**src/rtl/modtimer_pkg.sv**
```systemverilog
package modtimer_pkg;

  localparam int unsigned ADDR_W = 2;

  localparam logic [ADDR_W-1:0] ADDR_CTRL  = 2'd0;
  localparam logic [ADDR_W-1:0] ADDR_MOD   = 2'd1;
  localparam logic [ADDR_W-1:0] ADDR_COUNT = 2'd2;

  // control/status bit positions
  localparam int unsigned SEL_LSB  = 0;
  localparam int unsigned MODE_BIT = 2;
  localparam int unsigned IE_BIT   = 3;
  localparam int unsigned FLAG_BIT = 7;

  typedef enum logic [1:0] {
    CLK_OFF = 2'b00,
    CLK_BUS = 2'b01,
    CLK_FIX = 2'b10,
    CLK_EXT = 2'b11
  } clk_sel_e;

endpackage

```
**src/rtl/modtimer_rstsync.sv**
```systemverilog
module modtimer_rstsync #(
  parameter int unsigned STAGES = 2
) (
  input  logic clk_i,
  input  logic rst_ni,
  output logic rst_no
);
  logic [STAGES-1:0] chain_q;
  logic [STAGES-1:0] chain_d;

  always_comb chain_d = {chain_q[STAGES-2:0], 1'b1};

  always_ff @(posedge clk_i or negedge rst_ni) begin
    if (!rst_ni) chain_q <= '0;
    else         chain_q <= chain_d;
  end

  assign rst_no = chain_q[STAGES-1];
endmodule

```
**src/rtl/modtimer_clksel.sv**
```systemverilog
module modtimer_clksel
  import modtimer_pkg::*;
#(
  parameter int unsigned SYNC_STAGES = 2
) (
  input  logic     clk_i,
  input  logic     rst_ni,
  input  clk_sel_e sel_i,
  input  logic     fix_tick_i,
  input  logic     ext_clk_i,
  input  logic     halt_i,
  output logic     tick_o
);
  // synchroniser stages plus one history stage for edge detection
  localparam int unsigned CHAIN = SYNC_STAGES + 1;

  logic [CHAIN-1:0] ext_q;
  logic [CHAIN-1:0] ext_d;
  logic             ext_rise;
  logic             raw_tick;

  always_comb ext_d = {ext_q[CHAIN-2:0], ext_clk_i};

  always_ff @(posedge clk_i or negedge rst_ni) begin
    if (!rst_ni) ext_q <= '0;
    else         ext_q <= ext_d;
  end

  assign ext_rise = ext_q[CHAIN-2] & ~ext_q[CHAIN-1];

  always_comb begin
    unique case (sel_i)
      CLK_BUS: raw_tick = 1'b1;
      CLK_FIX: raw_tick = fix_tick_i;
      CLK_EXT: raw_tick = ext_rise;
      default: raw_tick = 1'b0;
    endcase
  end

  assign tick_o = raw_tick & ~halt_i;
endmodule

```
**src/rtl/modtimer_counter.sv**
```systemverilog
module modtimer_counter #(
  parameter int unsigned CNT_W = 16
) (
  input  logic             clk_i,
  input  logic             rst_ni,
  input  logic             tick_i,
  input  logic             updown_i,
  input  logic             clear_i,
  input  logic [CNT_W-1:0] mod_i,
  output logic [CNT_W-1:0] count_o,
  output logic [CNT_W-1:0] term_o,
  output logic             dir_up_o,
  output logic             ovf_o
);
  localparam logic [CNT_W-1:0] ONE = CNT_W'(1);

  logic [CNT_W-1:0] cnt_q, cnt_d;
  logic             up_q, up_d;
  logic [CNT_W-1:0] term;

  assign term = (mod_i == '0) ? '1 : mod_i;

  always_comb begin
    cnt_d = cnt_q;
    up_d  = up_q;
    ovf_o = 1'b0;
    if (clear_i) begin
      cnt_d = '0;
      up_d  = 1'b1;
    end else if (tick_i) begin
      if (!updown_i) begin
        up_d = 1'b1;
        if (cnt_q == term) begin
          cnt_d = '0;
          ovf_o = 1'b1;
        end else begin
          cnt_d = cnt_q + ONE;
        end
      end else if (up_q) begin
        if (cnt_q >= term) begin
          cnt_d = cnt_q - ONE;
          up_d  = 1'b0;
          ovf_o = 1'b1;
        end else begin
          cnt_d = cnt_q + ONE;
        end
      end else begin
        if (cnt_q == '0) begin
          cnt_d = ONE;
          up_d  = 1'b1;
        end else begin
          cnt_d = cnt_q - ONE;
        end
      end
    end
  end

  always_ff @(posedge clk_i or negedge rst_ni) begin
    if (!rst_ni) begin
      cnt_q <= '0;
      up_q  <= 1'b1;
    end else begin
      cnt_q <= cnt_d;
      up_q  <= up_d;
    end
  end

  assign count_o  = cnt_q;
  assign term_o   = term;
  assign dir_up_o = up_q;
endmodule

```
**src/rtl/modtimer_regs.sv**
```systemverilog
module modtimer_regs
  import modtimer_pkg::*;
#(
  parameter int unsigned CNT_W = 16
) (
  input  logic              clk_i,
  input  logic              rst_ni,
  input  logic              we_i,
  input  logic              re_i,
  input  logic [ADDR_W-1:0] addr_i,
  input  logic [CNT_W-1:0]  wdata_i,
  input  logic [CNT_W-1:0]  count_i,
  input  logic              ovf_i,
  output logic [CNT_W-1:0]  rdata_o,
  output clk_sel_e          sel_o,
  output logic              updown_o,
  output logic              ie_o,
  output logic [CNT_W-1:0]  mod_o,
  output logic              flag_o,
  output logic              ctrl_wr_o,
  output logic              cnt_wr_o
);
  clk_sel_e         sel_q, sel_d;
  logic             updown_q, updown_d;
  logic             ie_q, ie_d;
  logic [CNT_W-1:0] mod_q, mod_d;
  logic             flag_q, flag_d;
  logic             arm_q, arm_d;
  logic             ctrl_wr, mod_wr, ctrl_rd, clr_req;

  assign ctrl_wr = we_i && (addr_i == ADDR_CTRL);
  assign mod_wr  = we_i && (addr_i == ADDR_MOD);
  assign ctrl_rd = re_i && (addr_i == ADDR_CTRL);
  assign clr_req = ctrl_wr && arm_q && !wdata_i[FLAG_BIT];

  always_comb begin
    sel_d    = sel_q;
    updown_d = updown_q;
    ie_d     = ie_q;
    mod_d    = mod_q;
    if (ctrl_wr) begin
      sel_d    = clk_sel_e'(wdata_i[SEL_LSB+1:SEL_LSB]);
      updown_d = wdata_i[MODE_BIT];
      ie_d     = wdata_i[IE_BIT];
    end
    if (mod_wr) mod_d = wdata_i;
  end

  // a fresh overflow outranks a clear in the same cycle
  always_comb begin
    if (ovf_i)        flag_d = 1'b1;
    else if (clr_req) flag_d = 1'b0;
    else              flag_d = flag_q;
  end

  always_comb begin
    if (!flag_d)               arm_d = 1'b0;
    else if (ctrl_wr)          arm_d = 1'b0;
    else if (ctrl_rd && flag_q) arm_d = 1'b1;
    else                       arm_d = arm_q;
  end

  always_ff @(posedge clk_i or negedge rst_ni) begin
    if (!rst_ni) begin
      sel_q    <= CLK_OFF;
      updown_q <= 1'b0;
      ie_q     <= 1'b0;
      mod_q    <= '0;
      flag_q   <= 1'b0;
      arm_q    <= 1'b0;
    end else begin
      sel_q    <= sel_d;
      updown_q <= updown_d;
      ie_q     <= ie_d;
      mod_q    <= mod_d;
      flag_q   <= flag_d;
      arm_q    <= arm_d;
    end
  end

  always_comb begin
    rdata_o = '0;
    unique case (addr_i)
      ADDR_CTRL: begin
        rdata_o[SEL_LSB+1:SEL_LSB] = sel_q;
        rdata_o[MODE_BIT]          = updown_q;
        rdata_o[IE_BIT]            = ie_q;
        rdata_o[FLAG_BIT]          = flag_q;
      end
      ADDR_MOD:   rdata_o = mod_q;
      ADDR_COUNT: rdata_o = count_i;
      default:    rdata_o = '0;
    endcase
  end

  assign sel_o     = sel_q;
  assign updown_o  = updown_q;
  assign ie_o      = ie_q;
  assign mod_o     = mod_q;
  assign flag_o    = flag_q;
  assign ctrl_wr_o = ctrl_wr;
  assign cnt_wr_o  = we_i && (addr_i == ADDR_COUNT);
endmodule

```
**src/rtl/modtimer_core.sv**
```systemverilog
module modtimer_core
  import modtimer_pkg::*;
#(
  parameter int unsigned CNT_W       = 16,
  parameter int unsigned SYNC_STAGES = 2,
  parameter int unsigned RST_STAGES  = 2
) (
  input  logic              clk_i,
  input  logic              rst_ni,
  input  logic              reg_we_i,
  input  logic              reg_re_i,
  input  logic [ADDR_W-1:0] reg_addr_i,
  input  logic [CNT_W-1:0]  reg_wdata_i,
  output logic [CNT_W-1:0]  reg_rdata_o,
  input  logic              fix_tick_i,
  input  logic              ext_clk_i,
  input  logic              dbg_halt_i,
  input  logic              stop_i,
  output logic [CNT_W-1:0]  count_o,
  output logic              irq_o
);
  logic             rst_sync_n;
  clk_sel_e         sel;
  logic             updown, ie, flag, ctrl_wr, cnt_wr, tick, ovf, dir_up;
  logic [CNT_W-1:0] mod, term;

  modtimer_rstsync #(.STAGES(RST_STAGES)) u_rst (
    .clk_i  (clk_i),
    .rst_ni (rst_ni),
    .rst_no (rst_sync_n)
  );

  modtimer_regs #(.CNT_W(CNT_W)) u_regs (
    .clk_i     (clk_i),
    .rst_ni    (rst_sync_n),
    .we_i      (reg_we_i),
    .re_i      (reg_re_i),
    .addr_i    (reg_addr_i),
    .wdata_i   (reg_wdata_i),
    .count_i   (count_o),
    .ovf_i     (ovf),
    .rdata_o   (reg_rdata_o),
    .sel_o     (sel),
    .updown_o  (updown),
    .ie_o      (ie),
    .mod_o     (mod),
    .flag_o    (flag),
    .ctrl_wr_o (ctrl_wr),
    .cnt_wr_o  (cnt_wr)
  );

  modtimer_clksel #(.SYNC_STAGES(SYNC_STAGES)) u_clksel (
    .clk_i      (clk_i),
    .rst_ni     (rst_sync_n),
    .sel_i      (sel),
    .fix_tick_i (fix_tick_i),
    .ext_clk_i  (ext_clk_i),
    .halt_i     (dbg_halt_i | stop_i),
    .tick_o     (tick)
  );

  modtimer_counter #(.CNT_W(CNT_W)) u_cnt (
    .clk_i    (clk_i),
    .rst_ni   (rst_sync_n),
    .tick_i   (tick),
    .updown_i (updown),
    .clear_i  (cnt_wr),
    .mod_i    (mod),
    .count_o  (count_o),
    .term_o   (term),
    .dir_up_o (dir_up),
    .ovf_o    (ovf)
  );

  assign irq_o = flag & ie;
endmodule

```
**config.mk**
```make
export PLATFORM = sky130hd
export DESIGN_NAME = modtimer_core
export DESIGN_NICKNAME = d
export VERILOG_FILES = /design/src/rtl/modtimer_pkg.sv /design/src/rtl/modtimer_rstsync.sv /design/src/rtl/modtimer_clksel.sv /design/src/rtl/modtimer_counter.sv /design/src/rtl/modtimer_regs.sv /design/src/rtl/modtimer_core.sv
export SDC_FILE = /design/constraint.sdc
export NUM_CORES = 1
export LEC_CHECK = 0
export BUFFER_PORTS_ARGS = -buffer_cell sky130_fd_sc_hd__buf_2
export CORE_MARGIN = 10
export CORE_UTILIZATION = 60
export DETAILED_ROUTE_END_ITERATION = 8
export GPL_ROUTABILITY_DRIVEN = 0
export GPL_TIMING_DRIVEN = 0
export PLACE_DENSITY = 0.85
export SLEW_MARGIN = 30
export SYNTH_ARGS = -nofsm -noshare
export SYNTH_HDL_FRONTEND = slang
export SYNTH_SLANG_ARGS = --single-unit
```
**constraint.sdc**
```tcl
create_clock -name clk_i -period 3.64 [get_ports clk_i]
set_input_delay 0.182 -clock clk_i [delete_from_list [all_inputs] [get_ports clk_i]]
set_output_delay 0.182 -clock clk_i [all_outputs]
set_load 0.01 [all_outputs]
```
* Word-level counts from Yosys, hierarchy flattened
Index checks and enable logic that the tools add are counted.
** Operators by class
- $add $sub $neg :: 2
- Order comparisons :: 1
- Equality and inequality tests :: 7
- Multiplexer cells :: 30
- Bitwise operators :: 6
- Reduce and logical (&&, ||, !) cells :: 12
** Operators by type and width (number)
- $mux 16 :: 8
- $logic_not 16->1 :: 2
- $mux 1 :: 17
- $add 16x1->16 const B :: 1
- $eq 16x16->1 :: 1
- $ge 16x16->1 :: 1
- $pmux 8 s2 :: 1
- $sub 16x1->16 const B :: 1
- $pmux 4 s3 :: 1
- $logic_and 1x1->1 :: 7
- $eq 2x2->1 const B :: 3
- $pmux 1 s3 :: 2
- $pmux 3 s2 :: 1
- $eq 2x1->1 const B :: 2
- $and 1x1->1 :: 3
- $ne 3x3->1 const B :: 1
- $logic_not 2->1 :: 1
- $not 1->1 :: 2
- $reduce_bool 2->1 :: 1
- $logic_not 1->1 :: 1
- $or 1x1->1 :: 1
** Word-level totals
- Register bits after elaboration :: 44
- Logic and storage cells :: 68

* Longest topological paths before layout
- Word-level depth :: 10
- Depth in mapped cells :: 15

* Cells and area by module
A second synthesis with hierarchy kept.
** Unflattened totals
- Cell total of the unflattened synthesis :: 352
- Area total of the unflattened synthesis :: 3246.9 um^2
** By module, submodules not included
- modtimer_counter :: times used 1, cells each 246, area each 1878.1 um^2
- modtimer_regs :: times used 1, cells each 95, area each 1207.4 um^2
- modtimer_clksel :: times used 1, cells each 6, area each 95.1 um^2
- modtimer_rstsync :: times used 1, cells each 3, area each 53.8 um^2
- modtimer_core :: times used 1, cells each 2, area each 12.5 um^2

* Least setup slack after synthesis
No wires, ideal clock.
- Path kind :: flip-flop to flip-flop
- Start point :: register u_regs.mod_q[1], in the netlist u_regs.mod_o[1]
- End point :: register u_cnt.cnt_q[4], in the netlist u_cnt.count_o[4]
- Library setup time :: 121 ps
- Data arrival time :: 3257 ps
- Required time :: 3519 ps
- Setup slack :: 262 ps
- Cell stages (with the launch flop) :: 15
- Path buffers :: 3
- Period minus slack after synthesis :: 3378 ps
- Path through :: dfrtp_1 nor4_1 and4_1 clkbuf_1 clkbuf_1 nor2_1 ha_1 nand4_1 nor3_1 o211ai_1 a41oi_2 buf_2 mux2i_1 o21ai_0 a22o_1
** On the way
- Word-level cells in the longest chain between the ends :: 8
- Elaborated cells on any way between the ends :: 10
** Ends and longest elaborated chain
- start: declaration :: RTL line modtimer_regs.sv:26 : logic [CNT_W-1:0] mod_q, mod_d;
- start signal: assignment :: RTL line modtimer_regs.sv:75 : mod_q <= mod_d;
- $logic_not 16->1 :: RTL line modtimer_counter.sv:21 : assign term = (mod_i == '0) ? '1 : mod_i;
- $mux 16 (*) :: RTL line modtimer_counter.sv:21
- $ge 16x16->1 :: RTL line modtimer_counter.sv:40 : if (cnt_q >= term) begin
- $mux 16 :: RTL line modtimer_counter.sv:40
- $mux 16 :: RTL line modtimer_counter.sv:39 : end else if (up_q) begin
- $mux 16 (*) :: RTL line modtimer_counter.sv:31 : if (!updown_i) begin
- $mux 16 (*) :: RTL line modtimer_counter.sv:30 : end else if (tick_i) begin
- $mux 16 (*) :: RTL line modtimer_counter.sv:27 : if (clear_i) begin
- end signal: assignment :: RTL line modtimer_counter.sv:63 : cnt_q <= cnt_d;
- end: declaration :: RTL line modtimer_counter.sv:17 : logic [CNT_W-1:0] cnt_q, cnt_d;
Every way passes the cells marked *; elsewhere a longest branch is shown, timed or not. The select of a mux whose other input is x is not followed.
A chain may end at the register's enable or synchronous reset.

* Final worst setup path
- Start point :: register u_regs.mod_q[3], in the netlist u_regs.mod_o[3]
- End point :: register u_cnt.cnt_q[3], in the netlist u_cnt.count_o[3]
The elaborated chain is that of the path after synthesis.

==> impl_metrics.toml <==
[clock_tree]
clock_sinks = 44
cts_tree = "built"
path_clk_slew_ns = 0.09
clkLatencyLatePin_ns = 0.31
cts_buffers = 5
clockBufferDepth = 2
cts-root-buf = "clkbuf_8"
htreeDepth = 2

[floorplanning]
die_w_um = 92.35
dieArea_um2 = 8528
start_util = 0.6149
coreArea_um2 = 5107
rows = 26
io_pins = 59
chipHeight_um = 92.35

[job]
cap_violations = 0

[min_path]
hold_path_class = "in2reg"

[finish]
final_area_um2 = 3801
area_growth_pct = 21.04
fin_cells = 487
nFillCells = 378
diodes = 0
drive_gt1_frac = 0.2998
final_nets = 465

[worst_setup_path]
timing.rr.end = "u_cnt.count_o[3]"
crit_path_end = "u_cnt.count_o[3]"
path_class = "reg2reg"
ff2ff_path_depth = 13
r2r_setup_slack_ns = 0.03
end_kind = "register"
path_max_fanout = 10
cp.required_ns = 3.85
cp-startpoint = "u_regs.mod_o[3]"
crit_arrival_ns = 3.83
r2r-start = "u_regs.mod_o[3]"
cp-start-kind = "register"

[yosys]
yosys_register_bits = 44
syn_nets = 389
syn_inst = 340
synth_area_per_cell_um2 = 9.237
ys_warn_count = 0
async_reset_ff_frac = 1.000
synth_area_leaders = "dfrtp_1 (34%), ha_1 (9.2%), mux2_2 (7.2%)"
ys_seq_area_frac = 0.3510
synthDistinctLibCells = 61
yosys.area.top_type = "dfrtp_1"
netlist.area_leader.share = 0.3426
syn-cell-area_um2 = 3141
ys.flop_type = "dfrtp_1"
synth_edf_count = 0

[sta]
post-route-period-util = 0.9931
finalSetupViolCount = 0
period_needed_ns = 3.615
final_hold_viol_count = 0
fmax_mhz = 276.6
worst_pin_slew_ns = 0.5973
skew_ns = 0.008616
finalSetupTns_ns = 0
hold_slack_ns = 0.09987
relSlewSlack = 0.6018
maxSlewViolCount = 0

[power]
power.total_uw = 2125
power_density_nw_per_um2 = 559.2
vdd_drop_max_v = 0.0003056
leakagePower_uw = 0.001769

[global_route]
grt_pass1_wl_mm = 15.75
grt_usage = 0.2212
antenna_found_initial = 0
gr-total-overflow = 0
first_global_vias = 3278
grt_max_degree = 23

[placed_design]
dp.cells = 470
portBuffers = 58
dp_hpwl_mm = 7.049
placedInstanceArea_um2 = 3560

[route]
ant_nets = 0
drcViolationCount = 0
via_count = 3294
routed_wl_mm = 9.918
dr.pass1.iters = 6
vias_per_cell = 6.764
post_drt_wl_per_cell_um = 20.37
drt_iter0_drc = 402

[status]
status = "finished, final reports clean"
routing by layer:
metal | track usage | wire, um | vias to the layer above
li1 | - | - | 1445
met1 | 0.2726 | 3901 | 1584
met2 | 0.3606 | 4726 | 223
met3 | 0.05973 | 974 | 42
met4 | 0.08612 | 316 | 0
met5 | 0 | 0 | -
worst max-delay path, stage by stage, from the launching register on:
cell and delay, ns:
dfrtp_1 0.45, nor4_2 0.32, and4_4 0.30, clkbuf_4 0.22
nor2_1 0.06, ha_1 0.30, a41oi_1 0.20, o21ai_0 0.15
a211oi_2 0.31, a41oi_2 0.23, buf_4 0.21, buf_4 0.13
or4_1 0.52, o211ai_1 0.12
synthesized netlist by cell type, types with 6 or more instances:
cell,count
nor2b_1,12
a22oi_1,11
a21oi_1,8
o21ai_0,9
nor3_1,13
a221oi_1,6
nand2_1,22
and3_1,6
dfrtp_1,43
mux2_2,20
clkbuf_1,17
mux2i_1,6
a31oi_1,6
inv_1,11
nand3_1,12
ha_1,23
nor2_1,35
flip-flops by register name (all words and copies together) (netlist names):
signal and flops:
u_cnt.count_o 16, u_regs.mod_o 16, u_clksel.ext_q 3, u_regs.sel_o 2, u_rst.chain_q 2, u_cnt.dir_up_o 1
u_regs.arm_q 1, u_regs.flag_o 1, u_regs.ie_o 1, u_regs.updown_o 1
cell families after synthesis:
| kind of cell | Yosys count | synth area share |
|---|---|---|
| buf+inv | 32 | 0.04342 |
| mux | 26 | 0.09084 |
| other cells | 1 | 0.001194 |
| flops | 44 | 0.3510 |
| fa+ha+maj | 23 | 0.09163 |
| compound gates | 75 | 0.1817 |
| simple gates | 139 | 0.2402 |
cell usage in the layout (no fill, tap or decap), drive strengths merged, types with 2 or more instances in the layout:
cell type / synthesis / layout
or3: 2 / 2
dlygate4sd3: 0 / 2
or4: 4 / 4
nor4: 6 / 6
o22ai: 3 / 3
and3: 7 / 7
nand3: 12 / 12
mux2i: 6 / 6
a21oi: 8 / 8
a222oi: 5 / 5
a211oi: 3 / 3
nand2b: 3 / 3
o211ai: 4 / 4
and4: 4 / 4
nand4: 6 / 6
and2: 4 / 4
a41oi: 5 / 5
nor4b: 2 / 2
or2b: 2 / 2
mux2: 20 / 20
inv: 11 / 11
dfrtp: 43 / 43
a22oi: 11 / 11
nor3: 14 / 14
o21ai: 9 / 9
a21o: 2 / 2
buf: 4 / 73
nand2: 22 / 22
ha: 23 / 23
clkbuf: 17 / 22
nor2: 36 / 36
a41o: 2 / 2
nor2b: 12 / 12
a221oi: 7 / 7
a31oi: 6 / 6
worst min-delay path by stage:
stage / startpoint / endpoint / cells after the start
global placement: rst_ni / u_rst.chain_q[0] / 1
global route: reg_wdata_i[12] / u_regs.mod_o[12] / 2
finish: reg_wdata_i[13] / u_regs.mod_o[13] / 2
detailed placement: rst_ni / u_rst.chain_q[0] / 1
floorplan: rst_ni / u_rst.chain_q[0] / 0
CTS: reg_wdata_i[9] / u_regs.mod_o[9] / 2
timing repair:
action,4_1_cts,5_1_grt
hold buffers,2,0
setup buffers,2,6
setup endpoints to repair,16,15
resized for setup,7,14
hold endpoints to repair,3,0
pin swaps,1,5
gates cloned,0,0
per-stage QoR:
step / worst slack, ns / utilization
after floorplan: 0.2620 / -
after global placement: -0.4659 / 0.6889
after detailed placement: -0.5658 / 0.6970
after CTS: 0.02304 / 0.7259
after global routing: -0.07148 / 0.7442
final: 0.02528 / 0.7442
final cells by class:
cell class                 instances  area (um2)  area share
clock buffer                       7       86.33     0.02271
buffer                            20       103.9     0.02732
inverter                          11       41.29     0.01086
timing repair buffer              70       402.9      0.1060
sequential                        44        1105      0.2907
tap                               70       87.58     0.02304
multi-input combinational        264        1967      0.5174
clock inverter                     1       7.507    0.001975
power breakdown:
| group | leakage, uW | switching (uW) | internal, uW |
|---|---|---|---|
| sequential | 0.000551 | 183 | 585 |
| clock | 0.0000445 | 173 | 154 |
| combinational | 0.00117 | 597 | 433 |
| total | 0.00177 | 953 | 1170 |
No activity file was read; power rests on OpenSTA's default activity.
